$ cat src/rtl/lpc_pkg.sv
package lpc_pkg;

  typedef enum logic [2:0] {
    SEQ_RUN    = 3'd0,
    SEQ_WAIT   = 3'd1,
    SEQ_DOZE   = 3'd2,
    SEQ_STOP   = 3'd3,
    SEQ_OSC    = 3'd4,
    SEQ_LOCK   = 3'd5,
    SEQ_WARMUP = 3'd6
  } seq_state_e;

  typedef enum logic [1:0] {
    LPM_NONE = 2'd0,
    LPM_WAIT = 2'd1,
    LPM_DOZE = 2'd2,
    LPM_STOP = 2'd3
  } lp_mode_e;

  typedef struct packed {
    logic cpu;
    logic flash;
    logic sram;
    logic periph;
    logic clkout;
    logic pll_pd;
    logic osc_pd;
  } gate_vec_t;

endpackage

$ cat src/rtl/lpc_phase_counter.sv
// Counts consecutive cycles that a phase is active; clears when inactive.
module lpc_phase_counter #(
  parameter int LIMIT = 16
) (
  input  logic clk,
  input  logic rst_n,
  input  logic active,
  output logic at_last,
  output logic at_full
);
  localparam int CW = $clog2(LIMIT + 1);
  localparam logic [CW-1:0] LAST = CW'(LIMIT - 1);
  localparam logic [CW-1:0] FULL = CW'(LIMIT);

  logic [CW-1:0] cnt_q;

  always_ff @(posedge clk or negedge rst_n) begin
    if (!rst_n) begin
      cnt_q <= '0;
    end else if (!active) begin
      cnt_q <= '0;
    end else if (cnt_q != FULL) begin
      cnt_q <= cnt_q + 1'b1;
    end
  end

  assign at_last = (cnt_q == LAST);
  assign at_full = (cnt_q == FULL);
endmodule

$ cat src/rtl/lpc_loss_monitor.sv
// Turns clock loss or lock drop into a registered reset request.
module lpc_loss_monitor
  import lpc_pkg::*;
(
  input  logic       clk,
  input  logic       rst_n,
  input  seq_state_e state,
  input  logic       pll_pd_now,
  input  logic       ext_clk_mode,
  input  logic       pll_locked,
  input  logic       pll_clk_lost,
  input  logic       clk_loss_en,
  input  logic       lock_loss_en,
  output logic       rst_event,
  output logic       rst_req
);
  logic lock_prev_q;
  logic pll_active;
  logic lock_drop;

  assign pll_active = !ext_clk_mode && !pll_pd_now &&
                      (state != SEQ_OSC) && (state != SEQ_LOCK);
  assign lock_drop  = lock_prev_q && !pll_locked;
  assign rst_event  = pll_active &&
                      ((clk_loss_en && pll_clk_lost) || (lock_loss_en && lock_drop));

  always_ff @(posedge clk or negedge rst_n) begin
    if (!rst_n) begin
      lock_prev_q <= 1'b0;
      rst_req     <= 1'b0;
    end else begin
      lock_prev_q <= pll_locked;
      rst_req     <= rst_event;
    end
  end
endmodule

$ cat src/rtl/lpc_seq_fsm.sv
// Mode and wakeup state machine with stop configuration capture.
module lpc_seq_fsm
  import lpc_pkg::*;
(
  input  logic       clk,
  input  logic       rst_n,
  input  logic       lp_enter,
  input  lp_mode_e   lp_mode,
  input  logic       wake_evt,
  input  logic       osc_ready,
  input  logic       pll_locked,
  input  logic       lock_bypass,
  input  logic       ext_clk_mode,
  input  logic [1:0] stop_pd_sel,
  input  logic       clkout_stop_en,
  input  logic       warm_done,
  input  logic       rst_event,
  output seq_state_e state,
  output logic [1:0] stop_pd_q,
  output logic       stop_co_q
);
  seq_state_e nxt;
  logic       take_stop;

  assign take_stop = (state == SEQ_RUN) && lp_enter && (lp_mode == LPM_STOP) && !rst_event;

  always_comb begin
    nxt = state;
    unique case (state)
      SEQ_RUN: begin
        if (lp_enter) begin
          unique case (lp_mode)
            LPM_WAIT: nxt = SEQ_WAIT;
            LPM_DOZE: nxt = SEQ_DOZE;
            LPM_STOP: nxt = SEQ_STOP;
            default:  nxt = SEQ_RUN;
          endcase
        end
      end
      SEQ_WAIT, SEQ_DOZE: if (wake_evt) nxt = SEQ_RUN;
      SEQ_STOP: if (wake_evt) nxt = ext_clk_mode ? SEQ_WARMUP : SEQ_OSC;
      SEQ_OSC:  if (osc_ready) nxt = lock_bypass ? SEQ_WARMUP : SEQ_LOCK;
      SEQ_LOCK: if (pll_locked) nxt = SEQ_WARMUP;
      SEQ_WARMUP: if (warm_done) nxt = SEQ_RUN;
      default: nxt = SEQ_RUN;
    endcase
    if (rst_event) nxt = SEQ_RUN;
  end

  always_ff @(posedge clk or negedge rst_n) begin
    if (!rst_n) begin
      state     <= SEQ_RUN;
      stop_pd_q <= 2'b00;
      stop_co_q <= 1'b0;
    end else begin
      state <= nxt;
      if (take_stop) begin
        stop_pd_q <= stop_pd_sel;
        stop_co_q <= clkout_stop_en;
      end
    end
  end
endmodule

$ cat src/rtl/lpc_gate_decode.sv
// Maps the sequencer state to clock gate enables and power-down requests.
module lpc_gate_decode
  import lpc_pkg::*;
(
  input  seq_state_e state,
  input  logic [1:0] stop_pd_q,
  input  logic       stop_co_q,
  output gate_vec_t  gates
);
  always_comb begin
    gates = '0;
    unique case (state)
      SEQ_RUN: begin
        gates.cpu = 1'b1; gates.flash = 1'b1; gates.sram = 1'b1;
        gates.periph = 1'b1; gates.clkout = 1'b1;
      end
      SEQ_WAIT, SEQ_DOZE: begin
        gates.periph = 1'b1; gates.clkout = 1'b1;
      end
      SEQ_STOP: begin
        gates.pll_pd = stop_pd_q[0];
        gates.osc_pd = stop_pd_q[1];
        gates.clkout = stop_co_q && !stop_pd_q[0];
      end
      SEQ_WARMUP: gates.flash = 1'b1;
      default: gates = '0;
    endcase
  end
endmodule

$ cat src/rtl/lpc_clock_sequencer.sv
module lpc_clock_sequencer
  import lpc_pkg::*;
#(
  parameter int WARMUP_CYCLES = 16,
  parameter int LOCK_LIMIT    = 4096
) (
  input  logic       clk,
  input  logic       rst_n,
  input  logic       lp_enter,
  input  logic [1:0] lp_mode,
  input  logic       wake_evt,
  input  logic       pll_locked,
  input  logic       pll_clk_lost,
  input  logic       osc_ready,
  input  logic [1:0] stop_pd_sel,
  input  logic       clkout_stop_en,
  input  logic       lock_bypass,
  input  logic       ext_clk_mode,
  input  logic       rst_on_clk_loss_en,
  input  logic       rst_on_lock_loss_en,
  output logic       cpu_clk_en,
  output logic       flash_clk_en,
  output logic       sram_clk_en,
  output logic       periph_clk_en,
  output logic       clkout_en,
  output logic       pll_pwrdn,
  output logic       osc_pwrdn,
  output logic       rst_req,
  output logic       lock_timeout_err,
  output logic [2:0] seq_state
);
  seq_state_e st;
  logic [1:0] stop_pd_q;
  logic       stop_co_q;
  logic       warm_last, warm_full_unused;
  logic       lock_last_unused, lock_full;
  logic       rst_event;
  gate_vec_t  gates;

  lpc_seq_fsm u_fsm (
    .clk, .rst_n, .lp_enter,
    .lp_mode       (lp_mode_e'(lp_mode)),
    .wake_evt, .osc_ready, .pll_locked, .lock_bypass, .ext_clk_mode,
    .stop_pd_sel, .clkout_stop_en,
    .warm_done     (warm_last),
    .rst_event,
    .state         (st),
    .stop_pd_q, .stop_co_q
  );

  lpc_phase_counter #(.LIMIT(WARMUP_CYCLES)) u_warm (
    .clk, .rst_n,
    .active  (st == SEQ_WARMUP),
    .at_last (warm_last),
    .at_full (warm_full_unused)
  );

  lpc_phase_counter #(.LIMIT(LOCK_LIMIT)) u_lock_tmr (
    .clk, .rst_n,
    .active  (st == SEQ_LOCK),
    .at_last (lock_last_unused),
    .at_full (lock_full)
  );

  lpc_gate_decode u_dec (
    .state (st), .stop_pd_q, .stop_co_q, .gates
  );

  lpc_loss_monitor u_loss (
    .clk, .rst_n,
    .state        (st),
    .pll_pd_now   (gates.pll_pd),
    .ext_clk_mode,
    .pll_locked, .pll_clk_lost,
    .clk_loss_en  (rst_on_clk_loss_en),
    .lock_loss_en (rst_on_lock_loss_en),
    .rst_event,
    .rst_req
  );

  assign cpu_clk_en       = gates.cpu;
  assign flash_clk_en     = gates.flash;
  assign sram_clk_en      = gates.sram;
  assign periph_clk_en    = gates.periph;
  assign clkout_en        = gates.clkout;
  assign pll_pwrdn        = gates.pll_pd;
  assign osc_pwrdn        = gates.osc_pd;
  assign lock_timeout_err = lock_full && (st == SEQ_LOCK);
  assign seq_state        = st;
endmodule

$ cat config.mk
export PLATFORM = sky130hd
export DESIGN_NAME = lpc_clock_sequencer
export DESIGN_NICKNAME = d
export VERILOG_FILES = /design/src/rtl/lpc_pkg.sv /design/src/rtl/lpc_phase_counter.sv /design/src/rtl/lpc_loss_monitor.sv /design/src/rtl/lpc_seq_fsm.sv /design/src/rtl/lpc_gate_decode.sv /design/src/rtl/lpc_clock_sequencer.sv
export SDC_FILE = /design/constraint.sdc
export NUM_CORES = 1
export LEC_CHECK = 0
export BUFFER_PORTS_ARGS = -buffer_cell sky130_fd_sc_hd__buf_2
export CAP_MARGIN = 20
export CORE_UTILIZATION = 50
export DETAILED_ROUTE_END_ITERATION = 12
export PLACE_DENSITY = 0.72
export SLEW_MARGIN = 20
export SYNTH_ARGS = -nofsm -noshare
export SYNTH_HDL_FRONTEND = slang
export SYNTH_HIERARCHICAL = 1
export SYNTH_SLANG_ARGS = --single-unit
export TNS_END_PERCENT = 100
$ cat constraint.sdc
create_clock -name clk -period 6.2 [get_ports clk]
set_input_delay 1.86 -clock clk [delete_from_list [all_inputs] [get_ports clk]]
set_output_delay 1.86 -clock clk [all_outputs]
set_load 0.02 [all_outputs]
Word-level counts from Yosys, hierarchy flattened. Cells that the tools add are included.

Bits in registers: 26. Bits of input ports: 16.

$add $sub $neg: 2. Equal/unequal tests: 23. Mux-type cells: 20. Reduce and logical (&&, ||, !) cells: 23.

Operators with widths (number): 13-bit 2-to-1 mux (2); 3-bit 2-to-1 mux (7); 3-bit != test (second input constant) (7); 3-bit one-hot mux with 6 select lines (1); 13-bit by 1-bit adder with 13-bit output (second input constant) (1); 13-bit equality test (second input constant) (1); 13-bit != test (second input constant) (1); 1-bit logical AND (12); 5-bit 2-to-1 mux (2); 3-bit equality test (second input constant) (3); 3-bit by 2-bit equality test with 1-bit output (second input constant) (2); 2-bit 2-to-1 mux (3); 2-bit one-hot mux with 3 select lines (1); 6-bit AND reduction (1); 5-bit by 1-bit adder with 5-bit output (second input constant) (1); 5-bit by 4-bit equality test with 1-bit output (second input constant) (1); 1-bit logical NOT (5); 5-bit != test (second input constant) (1); 2-bit equality test (second input constant) (2); 2-bit != test (second input constant) (2); 2-bit OR reduction (2); 3-bit by 1-bit equality test with 1-bit output (second input constant) (1); 3-bit logical NOT (1); 1-bit 2-to-1 mux (3); 5 further kinds (5).

Longest topological paths before layout.
Word-level depth: 9. Gate-level depth with buffers: 7. Mapped depth without buffers: 7.

By module. Netlist, hierarchy kept.

By module, submodules not included: lpc_phase_counter at u_lock_tmr (times used 1, cells each 75, area each 715.7 um2, seq. area each 325.3 um2); lpc_seq_fsm (times used 1, cells each 37, area each 394.1 um2, seq. area each 150.1 um2); lpc_phase_counter at u_warm (times used 1, cells each 28, area each 299.0 um2, seq. area each 125.1 um2); lpc_loss_monitor (times used 1, cells each 6, area each 107.6 um2, seq. area each 50.0 um2); lpc_gate_decode (times used 1, cells each 10, area each 61.3 um2, seq. area each 0.0 um2); lpc_clock_sequencer (times used 1, cells each 3, area each 30.0 um2, seq. area each 0.0 um2).

Worst setup path before layout. OpenSTA, ideal clock, no wires.

Path type: reg2out. Start point: register u_fsm.state[1]. End point: output port pll_pwrdn. Arrival time: 1.430 ns. Data required time: 4.340 ns. Setup slack: 2.910 ns. Cell stages (with the launch flop): 3. Path buffers: 0. Cells stage by stage: dfrtp_1 -> nand2_1 -> nor3b_1.

Word-level cells in the longest chain between the ends: 2.

RTL lines: from (decl) (RTL line lpc_seq_fsm.sv:18) `output seq_state_e state,`; from (signal assigned) (RTL line lpc_seq_fsm.sv:56) `state <= nxt;`; 3-bit by 2-bit equality test with 1-bit output (RTL line lpc_gate_decode.sv:12) `unique case (state)`; 2-bit 2-to-1 mux (RTL line lpc_gate_decode.sv:12); to (decl) (RTL line lpc_clock_sequencer.sv:26) `output logic pll_pwrdn,`.

No other way between the ends.

Worst setup path after layout.
Start point: register u_lock_tmr.cnt_q[0]. End point: output port lock_timeout_err.

Word-level cells in the longest chain between the ends: 2.

RTL lines: from (decl) (RTL line lpc_phase_counter.sv:15) `logic [CW-1:0] cnt_q;`; from (signal assigned) (RTL line lpc_phase_counter.sv:23) `cnt_q <= cnt_q + 1'b1;`; 13-bit equality test (RTL line lpc_phase_counter.sv:28) `assign at_full = (cnt_q == FULL);`; named net lock_full (RTL line lpc_clock_sequencer.sv:36) `logic lock_last_unused, lock_full;`; 1-bit logical AND (RTL line lpc_clock_sequencer.sv:88) `assign lock_timeout_err = lock_full && (st == SEQ_LOCK);`; to (decl) (RTL line lpc_clock_sequencer.sv:29) `output logic lock_timeout_err,`.

The timed path passes the listed nets, and every way through them passes these cells.

==> run metrics <==
worst hold path type=reg2reg; Flop pwr share=47.1%; CTS clk-pin slew, worst paths=0.14 ns; clock sinks=26; initial antenna violation count=0; worst endpoint required time=4.34 ns; fill cell count=287; Iter 0 DRT Violations=34; Synth Area per Inst=10.1 um^2; dpl hpwl=2280 um; maximum VDD drop=0.000287 V; cell area power density=289 mW/mm^2; full die area=0.00343 mm^2; Hold Path Sink=u_fsm/stop_co_q; Port Buffer Count=27; CTS buffer count=3; # hold bufs at CTS=0; final non-filler cell total=224; Max transition margin=60.7%; power share of the clock group=13.7%; WP data arrival=1.89 ns; post-route worst setup slack=2.45 ns; Starting Density=52.5%; final WL=3100 um; Post-CTS Setup Repair Bufs=0; hold path start=u_fsm/stop_co_q; layout cell share with drive strength beyond 1=26.1%; chip width=58.6 um; core area=0.00305 mm^2; total chip power=0.509 mW; logic gate share of total power=39.1%; minimum clock period=3.75 ns; synthesized area=0.00160 mm^2; Synth Instances=158; total congestion overflow=0; first-pass GRT wire length=5350 um; hold depth=1; critical path's slowest cell=dfrtp_1; diode count=0; worst r2r src=u_fsm/state[1]; final setup vio count=0; Psw=0.203 mW; CTS Buffer Depth=2; via count=1264; CTS tree=yes; routed len/inst=13.8 um; internal power=0.306 mW; RePlAce Congestion=0.797; status=finished, final reports clean; Register-to-Register Path Depth=5; cts repair resizes=0; residual DRC count=0; die span in y=58.6 um; clk_lat worst skew=0.32 ns; Tightest Pin Transition=0.590 ns; post-placement cell count=221; nets@finish=203; Switching Fraction=39.9%; number of cell rows=20; Hold Vio Cnt, Final=0; YS warnings=6; largest net degree at the start of global routing=27; Root Buffer=clkbuf_4; total track usage=20.6%; Clock Skew=0.00810 ns; crit-path max cell delay=0.44 ns; RSZ-0062 raised after global routing=no; htree depth=1; Worst Setup End Kind=output port; max-slew violation total from the final report=0; I/O pins=28; LEAKAGE=0.759 nW; fmax=266 MHz; number of max-cap violations=0; syn nets=179; Hold Slack=0.532 ns; kind of start point of the critical path=flop; Area Growth Syn to Fin=9.77%; CP Class=reg2out; vias per inst=5.64; crit path cell chain=inv_1 > ha_1 > nor4b_1 > and3_1 > and4b_1 > buf_2; ANT nets after route=0; drt pass-1 iters=4; fin crit share=60.6%; TNS Setup=0 ns; vias in the first global route=1189; R2R setup slack=3.82 ns; Setup Slack @ Placement=2.83 ns; reg2reg end=u_fsm/stop_pd_q[1]; crit-path max FO=5
[cell usage in the layout, fill, tap and decap left out, drive strengths merged, types with 2 or more instances in the layout]
master	n
nor4b	2
nand2b	5
and4b	2
dfrtp	26
or4	6
nor4	2
nor2	3
and3	2
nor3b	3
nand4	2
a21oi	10
mux2	4
o21ai	7
or3b	3
nand2	16
or3	3
buf	27
nand3b	3
and3b	2
mux2i	8
o31ai	4
xnor2	2
nand3	5
ha	5
inv	11
xor2	2
clkbuf	3
[metal layers]
layer	up-vias	part of all wire, %	track usage (%)
met5	-	0	0
met4	0	1.4	9.18
met3	4	3.0	2.42
met2	29	51	36.9
met1	618	44	24.8
li1	613	-	-
[critical path, delay by kind of cell, from the launching register on]
kind / cells / cell delay [ns]
flip-flops: 1 / 0.44
AND/OR/NAND/NOR: 3 / 0.72
adder cells (fa/ha/maj): 1 / 0.16
buffers and inverters: 2 / 0.25
[how the worst max path moves through the flow]
stage	cells after the start	from	to	slack (ns)
after floorplan	2	u_fsm/state[1]	pll_pwrdn	2.91
after global placement	6	u_lock_tmr/cnt_q[0]	lock_timeout_err	2.82
after detailed placement	6	u_lock_tmr/cnt_q[0]	lock_timeout_err	2.83
after CTS	6	u_lock_tmr/cnt_q[0]	lock_timeout_err	2.44
after global routing	6	u_lock_tmr/cnt_q[0]	lock_timeout_err	2.28
final	6	u_lock_tmr/cnt_q[0]	lock_timeout_err	2.45
[through the flow]
step	utilization, %	area [um^2]
floorplan	-	1600
global placement	56.8	1740
detailed placement	56.8	1740
CTS	57.6	1760
global route	57.6	1760
finish	57.6	1760
[power groups by stage]
stage	Combinational, mW	Clock [mW]	Sequential, mW
after floorplan	0.162	0	0.229
after global placement	0.197	0	0.238
after detailed placement	0.200	0	0.243
after CTS	0.201	0.0741	0.239
after global routing	0.215	0.0808	0.246
final	0.199	0.0699	0.240
[area by class of cell]
| class | count | area [um^2] | share of cell area (%) |
|---|---|---|---|
| Tap cell | 44 | 55.1 | 3.13 |
| Inverter | 12 | 45.0 | 2.56 |
| Multi-Input combinational cell | 112 | 850 | 48.3 |
| Clock buffer | 3 | 22.5 | 1.28 |
| Sequential cell | 26 | 651 | 37.0 |
| Timing Repair Buffer | 27 | 135 | 7.69 |
[flip-flops by register name, summed over array words and instances (netlist names)]
register            flops
u_lock_tmr/cnt_q       13
u_warm/cnt_q            5
u_fsm/state             3
u_fsm/stop_pd_q         2
u_fsm/stop_co_q         1
u_loss/lock_prev_q      1
u_loss/rst_req          1
Note: power is estimated with default switching activity, not from simulation.
